[src/rtl/stat_irq_pkg.sv]
package stat_irq_pkg;

   localparam int unsigned ADDR_W = 2;

   typedef enum logic [ADDR_W-1:0] {
      OFS_LIVE   = 2'd0,
      OFS_LATCH  = 2'd1,
      OFS_ENABLE = 2'd2,
      OFS_INFO   = 2'd3
   } reg_ofs_e;

   // two-bit edge rule per sticky bit
   localparam logic [1:0] EDGE_NONE = 2'b00;
   localparam logic [1:0] EDGE_RISE = 2'b01;
   localparam logic [1:0] EDGE_FALL = 2'b10;
   localparam logic [1:0] EDGE_ANY  = 2'b11;

endpackage

[src/rtl/stat_irq_sync.sv]
module stat_irq_sync #(
   parameter int unsigned W      = 8,
   parameter int unsigned STAGES = 2
) (
   input  logic         clk,
   input  logic         rst_n,
   input  logic [W-1:0] d_i,
   output logic [W-1:0] q_o
);
   localparam int unsigned LAST = STAGES - 1;

   if (STAGES < 2) begin : g_bad_stages
      $error("stat_irq_sync: STAGES must be at least 2");
   end

   logic [W-1:0] chain_q [STAGES];

   always_ff @(posedge clk or negedge rst_n) begin
      if (!rst_n) begin
         for (int s = 0; s < int'(STAGES); s++) chain_q[s] <= '0;
      end else begin
         chain_q[0] <= d_i;
         for (int s = 1; s < int'(STAGES); s++) chain_q[s] <= chain_q[s-1];
      end
   end

   assign q_o = chain_q[LAST];
endmodule

[src/rtl/stat_irq_latch.sv]
module stat_irq_latch
   import stat_irq_pkg::*;
#(
   parameter int unsigned       W          = 8,
   parameter logic [W-1:0]      LATCH_MASK = '0,
   parameter logic [2*W-1:0]    EDGE_SEL   = '0
) (
   input  logic         clk,
   input  logic         rst_n,
   input  logic [W-1:0] lvl_i,
   input  logic [W-1:0] clr_i,
   output logic [W-1:0] lat_o,
   output logic [W-1:0] evt_o
);
   logic [W-1:0] rise_en;
   logic [W-1:0] fall_en;
   logic [W-1:0] prev_q;
   logic [W-1:0] lat_q;
   logic [W-1:0] rise;
   logic [W-1:0] fall;

   for (genvar i = 0; i < int'(W); i++) begin : g_bit
      localparam logic [1:0] SEL = EDGE_SEL[2*i +: 2];
      if (LATCH_MASK[i] && SEL == EDGE_NONE) begin : g_no_rule
         $error("stat_irq_latch: sticky bit without an edge rule");
      end
      if (!LATCH_MASK[i] && SEL != EDGE_NONE) begin : g_stray_rule
         $error("stat_irq_latch: edge rule on a non-sticky bit");
      end
      if (SEL == EDGE_ANY) begin : g_any
         assign rise_en[i] = 1'b1;
         assign fall_en[i] = 1'b1;
      end else if (SEL == EDGE_RISE) begin : g_rise
         assign rise_en[i] = 1'b1;
         assign fall_en[i] = 1'b0;
      end else if (SEL == EDGE_FALL) begin : g_fall
         assign rise_en[i] = 1'b0;
         assign fall_en[i] = 1'b1;
      end else begin : g_none
         assign rise_en[i] = 1'b0;
         assign fall_en[i] = 1'b0;
      end
   end

   assign rise  = lvl_i & ~prev_q;
   assign fall  = ~lvl_i & prev_q;
   assign evt_o = ((rise & rise_en) | (fall & fall_en)) & LATCH_MASK;

   // a fresh edge outranks a simultaneous clear
   always_ff @(posedge clk or negedge rst_n) begin
      if (!rst_n) begin
         prev_q <= '0;
         lat_q  <= '0;
      end else begin
         prev_q <= lvl_i;
         lat_q  <= ((lat_q & ~clr_i) | evt_o) & LATCH_MASK;
      end
   end

   assign lat_o = lat_q;
endmodule

[src/rtl/stat_irq_combine.sv]
module stat_irq_combine #(
   parameter int unsigned W     = 8,
   parameter int unsigned N_EXT = 2
) (
   input  logic [W-1:0]     lat_i,
   input  logic [W-1:0]     en_i,
   input  logic [N_EXT-1:0] ext_i,
   output logic             bank_req_o,
   output logic             irq_n_o
);
   if (N_EXT < 1) begin : g_bad_ext
      $error("stat_irq_combine: N_EXT must be at least 1");
   end

   logic ext_any;

   assign bank_req_o = |(lat_i & en_i);
   assign ext_any    = |ext_i;
   assign irq_n_o    = ~(bank_req_o | ext_any);
endmodule

[src/rtl/stat_irq_bank.sv]
module stat_irq_bank
   import stat_irq_pkg::*;
#(
   parameter int unsigned    W               = 8,
   parameter int unsigned    N_EXT           = 2,
   parameter int unsigned    SYNC_STAGES     = 2,
   parameter logic [W-1:0]   LIVE_MASK       = 8'b0110_0111,
   parameter logic [W-1:0]   LATCH_MASK      = 8'b0110_1111,
   parameter logic [2*W-1:0] EDGE_SEL        = 16'b00_11_10_00_01_01_01_11,
   parameter logic [W-1:0]   INFO_LIVE_MASK  = 8'b0000_0011,
   parameter logic [W-1:0]   INFO_LATCH_MASK = 8'b0000_1100,
   parameter logic [2*W-1:0] INFO_EDGE_SEL   = 16'b00_00_00_00_10_01_00_00
) (
   input  logic              clk,
   input  logic              rst_n,
   input  logic [W-1:0]      mon_i,
   input  logic [W-1:0]      info_mon_i,
   input  logic [N_EXT-1:0]  ext_irq_i,
   input  logic [ADDR_W-1:0] reg_addr,
   input  logic              reg_wr,
   input  logic [W-1:0]      reg_wdata,
   output logic [W-1:0]      reg_rdata,
   output logic              irq_n_o
);
   if (W < 1 || W > 32) begin : g_bad_width
      $error("stat_irq_bank: W must lie in 1..32");
   end
   if ((INFO_LIVE_MASK & INFO_LATCH_MASK) != '0) begin : g_info_overlap
      $error("stat_irq_bank: an auxiliary bit cannot be both live and sticky");
   end

   logic [W-1:0] mon_s;
   logic [W-1:0] info_s;
   logic [W-1:0] lat_q;
   logic [W-1:0] evt;
   logic [W-1:0] info_lat;
   logic [W-1:0] info_evt;
   logic [W-1:0] en_q;
   logic [W-1:0] clr_main;
   logic [W-1:0] clr_info;
   logic         bank_req;
   logic         wr_latch;
   logic         wr_info;
   logic         wr_enable;

   stat_irq_sync #(.W(W), .STAGES(SYNC_STAGES)) u_sync_main (
      .clk   (clk),
      .rst_n (rst_n),
      .d_i   (mon_i),
      .q_o   (mon_s)
   );

   stat_irq_sync #(.W(W), .STAGES(SYNC_STAGES)) u_sync_info (
      .clk   (clk),
      .rst_n (rst_n),
      .d_i   (info_mon_i),
      .q_o   (info_s)
   );

   assign wr_latch  = reg_wr && (reg_addr == OFS_LATCH);
   assign wr_info   = reg_wr && (reg_addr == OFS_INFO);
   assign wr_enable = reg_wr && (reg_addr == OFS_ENABLE);
   assign clr_main  = wr_latch ? reg_wdata : '0;
   assign clr_info  = wr_info  ? reg_wdata : '0;

   stat_irq_latch #(.W(W), .LATCH_MASK(LATCH_MASK), .EDGE_SEL(EDGE_SEL)) u_latch_main (
      .clk   (clk),
      .rst_n (rst_n),
      .lvl_i (mon_s),
      .clr_i (clr_main),
      .lat_o (lat_q),
      .evt_o (evt)
   );

   stat_irq_latch #(.W(W), .LATCH_MASK(INFO_LATCH_MASK), .EDGE_SEL(INFO_EDGE_SEL)) u_latch_info (
      .clk   (clk),
      .rst_n (rst_n),
      .lvl_i (info_s),
      .clr_i (clr_info),
      .lat_o (info_lat),
      .evt_o (info_evt)
   );

   always_ff @(posedge clk or negedge rst_n) begin
      if (!rst_n) begin
         en_q <= '0;
      end else if (wr_enable) begin
         en_q <= reg_wdata & LATCH_MASK;
      end
   end

   always_comb begin
      unique case (reg_addr)
         OFS_LIVE:   reg_rdata = mon_s & LIVE_MASK;
         OFS_LATCH:  reg_rdata = lat_q;
         OFS_ENABLE: reg_rdata = en_q;
         OFS_INFO:   reg_rdata = (info_s & INFO_LIVE_MASK) | info_lat;
         default:    reg_rdata = '0;
      endcase
   end

   // auxiliary bits are deliberately kept out of the request path
   stat_irq_combine #(.W(W), .N_EXT(N_EXT)) u_combine (
      .lat_i      (lat_q),
      .en_i       (en_q),
      .ext_i      (ext_irq_i),
      .bank_req_o (bank_req),
      .irq_n_o    (irq_n_o)
   );

   logic unused_evt;
   assign unused_evt = ^{info_evt, bank_req};
endmodule

[config.mk]
export PLATFORM = sky130hd
export DESIGN_NAME = stat_irq_bank
export DESIGN_NICKNAME = d
export VERILOG_FILES = /design/src/rtl/stat_irq_pkg.sv /design/src/rtl/stat_irq_sync.sv /design/src/rtl/stat_irq_latch.sv /design/src/rtl/stat_irq_combine.sv /design/src/rtl/stat_irq_bank.sv
export SDC_FILE = /design/constraint.sdc
export NUM_CORES = 1
export LEC_CHECK = 0
export BUFFER_PORTS_ARGS = -buffer_cell sky130_fd_sc_hd__buf_2
export CORE_ASPECT_RATIO = 0.9
export CORE_MARGIN = 2
export CORE_UTILIZATION = 51
export DETAILED_ROUTE_END_ITERATION = 16
export PLACE_DENSITY = 0.77
export SLEW_MARGIN = 40
export SYNTH_ARGS = -nofsm -noshare
export SYNTH_HDL_FRONTEND = slang
export SYNTH_SLANG_ARGS = --single-unit
[constraint.sdc]
create_clock -name clk -period 1.08 [get_ports clk]
set_clock_uncertainty 0.05 [all_clocks]
set_input_delay 0.162 -clock clk [delete_from_list [all_inputs] [get_ports clk]]
set_output_delay 0.162 -clock clk [all_outputs]
set_load 0.05 [all_outputs]
# --- Word-level counts from Yosys, hierarchy flattened ---
# Index checks and enable logic that the tools add are counted.
classes:
  n_eq_ne: 3
  muxes: 3
  bitwise_logic: 20
  reduce_logical: 6
op_table:
  columns: ["operator", "count"]
  rows:
  - ["case mux 8 bit (4 select lines)", 1]
  - ["AND 7 bit", 4]
  - ["inverter 7 bit", 3]
  - ["OR 7 bit", 2]
  - ["AND 4 bit", 2]
  - ["inverter 4 bit", 2]
  - ["OR reduction 8 bit", 1]
  - ["2-to-1 mux 7 bit", 1]
  - ["== test 2 bit (second input constant)", 2]
  - ["2-to-1 mux 4 bit", 1]
  - ["OR 2 x 4 -> 4 bit", 1]
  - ["OR 3 x 4 -> 4 bit", 1]
  - ["OR 4 bit", 1]
  - ["AND 3 bit", 1]
  - ["logical AND 1 bit", 3]
  - ["inverter 3 bit", 1]
  - ["== test 2 x 1 -> 1 bit (second input constant)", 1]
  - ["zero test 2 bit", 1]
  - ["OR reduction 2 bit", 1]
  - ["inverter 1 bit", 1]
  - ["OR 1 bit", 1]
word_totals:
  reg_bits: 47
  output_inout_bits: 9
  word_cells: 41

# --- Longest topological paths before layout ---
# Gate-level depths: netlist of the first run.
logic_depth:
  depth_word: 6
  ltp_mapped: 4
  depth_no_buf: 2

# --- Modules after synthesis ---
# Synthesis of the first run repeated with hierarchy kept, for this count alone.
hier_totals:
  hier_cells: 160
  hier_area_um2: 2233.4
by_module_without_submodules:
  columns: ["module", "instances", "cells_per_inst", "area_per_inst_um2", "seq_area_each_um2"]
  rows:
  - ["stat_irq_sync", 2, 24, 460.4, 400.4]
  - ["stat_irq_bank", 1, 48, 551.8, 150.1]
  - ["stat_irq_latch (u_latch_main)", 1, 35, 444.2, 300.3]
  - ["stat_irq_latch (u_latch_info)", 1, 23, 244.0, 100.1]
  - ["stat_irq_combine", 1, 6, 72.6, 0.0]

# --- Worst setup path before layout of the first run ---
# Ideal clock, no wire load.
synth_path:
  path_type: "input to output"
  start: "in reg_addr[1]"
  end: "out reg_rdata[3]"
  t_arrival_ps: 1252
  required_ps: 868
  setup_slack_ps: -384
  path_stages: 3
  n_path_buf: 2
  path_cell_list: "buf_6 -> buf_6 -> mux2i_1"
synth_via:
  elab_chain_len: 2
synth_rtl:
  columns: ["element", "line", "source"]
  rows:
  - ["start, declared", "stat_irq_bank.sv:19", "input logic [ADDR_W-1:0] reg_addr,"]
  - ["== test 2 bit, or another cell as far along", "stat_irq_bank.sv:93", "unique case (reg_addr)"]
  - ["case mux 8 bit (4 select lines) (*)", "stat_irq_bank.sv:93", null]
  - ["end, declared", "stat_irq_bank.sv:22", "output logic [W-1:0] reg_rdata,"]
# Mark *: on every way between the ends. The rest lies on a longest branch, timed or not. The select of a mux whose other input is x is not followed.

# --- Worst setup path in the final report of the first run ---
layout_path:
  start: "reg u_latch_main.lat_q[3] (netlist: u_latch_main.lat_o[3])"
  end: "out irq_n_o"
layout_via:
  elab_chain_len: 4
layout_rtl:
  columns: ["element", "line", "source"]
  rows:
  - ["start, declared", "stat_irq_latch.sv:18", "logic [W-1:0] lat_q;"]
  - ["start signal, assigned", "stat_irq_latch.sv:56", "lat_q <= ((lat_q & ~clr_i) | evt_o) & LATCH_MASK;"]
  - ["AND 7 bit", "stat_irq_combine.sv:17", "assign bank_req_o = |(lat_i & en_i);"]
  - ["OR reduction 8 bit", "stat_irq_combine.sv:17", null]
  - ["OR 1 bit", "stat_irq_combine.sv:19", "assign irq_n_o = ~(bank_req_o | ext_any);"]
  - ["inverter 1 bit", "stat_irq_combine.sv:19", null]
  - ["end, declared", "stat_irq_bank.sv:23", "output logic irq_n_o"]
# No other way between the ends.

==> results.json, run 1 <==
{
  "fmax_mhz": 572,
  "vias_per_cell": 5.25,
  "maxSlewViolCount": 0,
  "worstReg2RegStart": "u_sync_main.q_o[6]",
  "p_total_w": 0.00325,
  "path_depth": 3,
  "ys.flop_type": "dfrtp_1",
  "antenna_found_initial": 0,
  "rr_endpoint": "u_latch_main.lat_o[6]",
  "drc": 0,
  "path_buf_inv": 1,
  "grt_max_degree": 43,
  "avgSynthCellArea_um2": 16.1,
  "violations": "setup timing",
  "yosysUniqueCellTypes": 22,
  "setup_viol": 7,
  "cts.sinks": 42,
  "num_io_pins": 40,
  "wire_per_inst_um": 16.2,
  "yosys_warnings": 0,
  "postRouteAntennaNets": 0,
  "power.density_nw_per_um2": 1500,
  "fp.dieW_um": 62.0,
  "grt_pass1_wl_um": 4750,
  "drv_cap": 0,
  "path_class": "reg2out",
  "cts_root_buf": "clkbuf_4",
  "layout_commonest_cell": "dfrtp_1",
  "status": "complete, but fails checks",
  "h-tree-depth": 2,
  "crit_start": "u_latch_main.lat_o[3]",
  "first_pass_iters": 4,
  "holdWs_ns": 0.0242,
  "synth_edf_count": 0,
  "rows": 18,
  "peakVddDrop_mv": 1.11,
  "cts_buffers": 5,
  "reg2reg_setup_slack_ns": 0.03,
  "wirelength_um": 3220,
  "crit_slowest_cell": "dfrtp_1",
  "reg2reg_depth": 3,
  "critPathCapture": "irq_n_o",
  "vias": 1044,
  "cp-start-kind": "register",
  "cts_tree": "done",
  "fin_nets": 189,
  "critical_path_arrival_ns": 1.54,
  "fill_cells": 180,
  "period_needed_ns": 1.75,
  "preCtsSetupSlack_ns": -0.392,
  "synth-seq-cells": 42,
  "hold_viol": 0,
  "die_y_um": 56.2,
  "core-area_um2": 2820,
  "routabilityCongestion": 0.800,
  "worstSetupEndpointType": "output pin",
  "clock_latency_ns": 0.34,
  "grt.total_usage": 0.194,
  "crit_chain": "a222oi_1 -> and3_4 -> buf_8",
  "syn-cell-area_um2": 1540,
  "final_layout_size_suffix_gt1_frac": 0.465,
  "clock_path_buffers": 2,
  "fin_crit_sh": 1.62,
  "initial_core_util": 0.548,
  "critical-path-max-stage-delay_ns": 0.41,
  "grt_pass1_vias": 1028,
  "drtIter0Drc": 59,
  "min_path_type": "in2reg",
  "synthCells": 96,
  "synth-async-reset-ratio": 1.00,
  "clkSlewWorstSetupHoldPaths_ns": 0.11,
  "yosysSeqAreaShare": 0.681,
  "rsz0062_at_grt": "true",
  "setup_ws_ns": -0.669,
  "antenna_cells": 0,
  "required_ns": 0.87,
  "placed_cells": 176,
  "gr-total-overflow": 0,
  "place_hpwl_um": 1950,
  "dieArea_um2": 3480,
  "port_buffers": 29,
  "finalNonFillerCells": 199,
  "area_growth_pct": 40.9,
  "critPathTopFamily": "flip-flops",
  "p_leak_nw": 1.00,
  "final_cell_mix": "42 x dfrtp_1, 22 x buf_2, 16 x buf_4",
  "critPathMaxFanout": 2
}
## routing by layer
| metal | wire length (um) | global-route usage | share of wire |
|---|---|---|---|
| met3 | 167 | 0.0814 | 0.052 |
| met1 | 1370 | 0.257 | 0.42 |
| met5 | 0 | 0 | 0 |
| met2 | 1650 | 0.290 | 0.51 |
| met4 | 39 | 0.0547 | 0.012 |
## worst register-to-register path: stages, from the launching register on
cell     delay (ns)
dfrtp_1        0.43
buf_4          0.15
xor2_1         0.16
a21o_1         0.16
## worst min path at each step
stage / from / to / slack [ns] / cells past startpoint
finish: reg_wdata[0] / en_q[0] / 0.02 / 2
floorplan: rst_n / en_q[0] / -0.18 / 0
global route: reg_wdata[5] / en_q[5] / 0.002 / 2
detailed placement: rst_n / u_sync_main.q_o[3] / 0.1 / 2
global placement: rst_n / u_latch_main.prev_q[3] / 0.1 / 2
CTS: reg_wdata[1] / en_q[1] / 0.002 / 2
## cell type report
class | count | area (um2) | share of cell area
clock inverter | 1 | 5.00 | 0.00230
tap | 40 | 50.0 | 0.0230
inverter | 6 | 22.5 | 0.0104
timing repair buffer | 61 | 493 | 0.227
multi-input combinational | 42 | 497 | 0.229
clock buffer | 7 | 55.1 | 0.0253
sequential | 42 | 1050 | 0.484
## through the flow
stage	utilization	area [um2]	setup TNS, ns
CTS	0.758	2130	-3.56
global route	0.772	2170	-3.99
detailed placement	0.669	1880	-2.48
floorplan	-	1610	-0.499
global placement	0.669	1880	-2.27
finish	0.772	2170	-3.49
## cells in the mapped netlist, drive strengths merged (2+ instances only)
master   count  area [um2]
nand4        2        12.5
inv          6        22.5
mux2i        4        40.0
mux2         6        67.6
a21o         2        15.0
xor2         2        17.5
buf          7        61.3
nand4b       6        52.6
a22o         6        52.6
o2bb2ai      2        17.5
mux4         3        67.6
dfrtp       42        1050
## kinds of logic after synthesis
kind of cell    share of synthesized area
other cells                       0.00243
xor+xnor                           0.0114
flops                               0.681
simple gates                       0.0657
buf+inv                            0.0543
mux                                 0.114
compound gates                     0.0714
## repair_timing
| action | 4_1_cts | 5_1_grt |
|---|---|---|
| buffers inserted | 1 | 2 |
| hold buffers | 11 | 2 |
| setup endpoints to repair | 7 | 7 |
| gates resized for setup | 21 | 4 |
| endpoints found under the hold margin | 52 | 2 |
| pin swaps | 3 | 1 |
## power breakdown
part,internal [W],switching [W]
Combinational,0.000353,0.000339
Sequential,0.00169,0.0000756
Clock,0.000316,0.000475
Total,0.00236,0.000890
## registers in the layout (all words and copies together), names as in the netlist
register and flops:
u_sync_info.chain_q 4, u_latch_main.prev_q 6, en_q 6, u_sync_main.q_o 6, u_sync_info.q_o 4, u_latch_info.prev_q 2
u_latch_info.lat_o 2, u_sync_main.chain_q 6, u_latch_main.lat_o 6
Note: power is estimated with default switching activity, not from simulation.
==> run 2, diff against run 1 <==
--- a/config.mk
+++ b/config.mk
@@ -8,9 +8,10 @@
 export BUFFER_PORTS_ARGS = -buffer_cell sky130_fd_sc_hd__buf_2
 export CORE_ASPECT_RATIO = 0.9
 export CORE_MARGIN = 2
-export CORE_UTILIZATION = 51
+export CORE_UTILIZATION = 46
 export DETAILED_ROUTE_END_ITERATION = 16
-export PLACE_DENSITY = 0.77
+export GPL_TIMING_DRIVEN = 0
+export PLACE_DENSITY = 0.74
 export SLEW_MARGIN = 40
 export SYNTH_ARGS = -nofsm -noshare
 export SYNTH_HDL_FRONTEND = slang
==> constraint.sdc (replaced) <==
create_clock -name clk -period 1.43 [get_ports clk]
set_clock_uncertainty 0.05 [all_clocks]
set_input_delay 0.2145 -clock clk [delete_from_list [all_inputs] [get_ports clk]]
set_output_delay 0.2145 -clock clk [all_outputs]
set_load 0.05 [all_outputs]
==> run 2 against run 1 <==
Compared with the run above:
- the flow still finishes with violations (setup timing)
- highest routed layer unchanged
- critical endpoint unchanged
- utilization fell by 12 points
- flip-flop and latch count unchanged
- worst hold slack gained 0.096 ns
==> results.json, run 2 (synthesis results as in run 1) <==
{
  "postRouteAntennaNets": 0,
  "fin_nets": 180,
  "fin_crit_sh": 1.23,
  "crit_chain": "a222oi_1 -> and3_1 -> buf_6",
  "hold_viol": 0,
  "critPathMaxFanout": 3,
  "grt_max_degree": 43,
  "critical_path_arrival_ns": 1.49,
  "cts.sinks": 42,
  "wire_per_inst_um": 14.7,
  "worstReg2RegStart": "u_sync_main.q_o[0]",
  "h-tree-depth": 2,
  "fin_setup_tns_ns": -0.961,
  "status": "complete, but fails checks",
  "setup_viol": 5,
  "routabilityCongestion": 0.759,
  "num_io_pins": 40,
  "fmax_mhz": 570,
  "rr_endpoint": "u_latch_main.lat_o[0]",
  "setup_ws_ns": -0.325,
  "clkSlewWorstSetupHoldPaths_ns": 0.07,
  "dieArea_um2": 3830,
  "initial_core_util": 0.492,
  "peakVddDrop_mv": 1.00,
  "preCtsSetupSlack_ns": -0.0629,
  "vias_per_cell": 4.94,
  "clock_latency_ns": 0.30,
  "die_y_um": 58.9,
  "rsz0062_at_grt": "true",
  "cts_buffers": 5,
  "final_layout_size_suffix_gt1_frac": 0.400,
  "p_leak_nw": 0.968,
  "grt_pass1_wl_um": 4710,
  "power.density_nw_per_um2": 1290,
  "clock_path_buffers": 2,
  "drc": 0,
  "first_pass_iters": 5,
  "gr-total-overflow": 0,
  "fp.dieW_um": 65.0,
  "drv_cap": 0,
  "core-area_um2": 3140,
  "min_path_cells": 2,
  "grt.total_usage": 0.172,
  "final_cell_mix": "42 x dfrtp_1, 19 x buf_2, 14 x buf_4",
  "area_growth_pct": 33.2,
  "maxSlewHeadroom": 0.656,
  "worst_pin_slew_ns": 0.516,
  "grt_pass1_vias": 1029,
  "layout_commonest_cell": "dfrtp_1",
  "reg2reg_depth": 3,
  "min_from": "reg_wdata[5]",
  "violations": "setup timing",
  "period_needed_ns": 1.75,
  "antenna_found_initial": 0,
  "maxSlewViolCount": 0,
  "fill_cells": 233,
  "cts_root_buf": "clkbuf_8",
  "vias": 948,
  "cts_tree": "done",
  "worstSetupEndpointType": "output pin",
  "path_class": "reg2out",
  "cp-start-kind": "register",
  "critical-path-max-stage-delay_ns": 0.40,
  "port_buffers": 26,
  "antenna_cells": 0,
  "crit_slowest_cell": "dfrtp_1",
  "place_hpwl_um": 1790,
  "crit_start": "u_latch_main.lat_o[3]",
  "drtIter0Drc": 50,
  "reg2reg_setup_slack_ns": 0.45,
  "hold_end": "en_q[5]",
  "required_ns": 1.17,
  "rows": 19,
  "min_path_type": "in2reg",
  "wirelength_um": 2810
}
run 2: final cells by class:
class	instances	area [um2]	area share
well taps	42	52.6	0.0256
inverters	6	22.5	0.0110
clock inverters	3	40.0	0.0195
clock buffers	5	68.8	0.0335
plain buffers	7	61.3	0.0298
flip-flops and latches	42	1050	0.512
repair buffers	45	343	0.167
multi-input cells	42	415	0.202
run 2: stage by stage:
step	utilization	power [W]	hold slack [ns]	instances	area, um2
2_1_floorplan	-	0.00158	-0.131	97	1550
3_3_place_gp	0.552	0.00168	0.272	165	1730
3_5_place_dp	0.553	0.00170	0.172	165	1740
4_1_cts	0.644	0.00267	0.120	188	2020
5_1_grt	0.655	0.00278	0.116	192	2050
6_report	0.655	0.00266	0.120	192	2050
run 2: what timing repair did:
item	in CTS	in global routing
endpoints found under the setup margin	7	7
hold buffers	11	0
hold endpoints to repair	52	0
cloned	0	0
gates resized for setup	12	1
buffers inserted	4	4
pin swaps	1	3
run 2: worst max path at each step:
| stage | end | slack (ns) | depth (start not counted) |
|---|---|---|---|
| 2_1_floorplan | reg_rdata[5] | -0.06 | 3 |
| 3_3_place_gp | irq_n_o | -0.06 | 3 |
| 3_5_place_dp | irq_n_o | -0.06 | 3 |
| 4_1_cts | irq_n_o | -0.31 | 3 |
| 5_1_grt | irq_n_o | -0.39 | 3 |
| 6_report | irq_n_o | -0.32 | 3 |
run 2: critical path: cells and delay by family, from the launching register on:
family | cells | cell delay (ns)
flops | 1 | 0.40
compound gates | 1 | 0.40
simple gates | 1 | 0.24
buf+inv | 1 | 0.16
run 2: where the power goes:
part | internal, W | switching (W) | leakage (nW)
Clock | 0.000513 | 0.000385 | 0.0579
Combinational | 0.000209 | 0.000220 | 0.436
Sequential | 0.00128 | 0.0000538 | 0.474
Total | 0.00200 | 0.000659 | 0.968
run 2: per-layer routing:
layer / track usage / share of wire / up-vias
li1: - / - / 445
met1: 0.214 / 0.43 / 467
met2: 0.280 / 0.50 / 31
met3: 0.0650 / 0.060 / 5
met4: 0.0625 / 0.013 / 0
met5: 0 / 0 / -
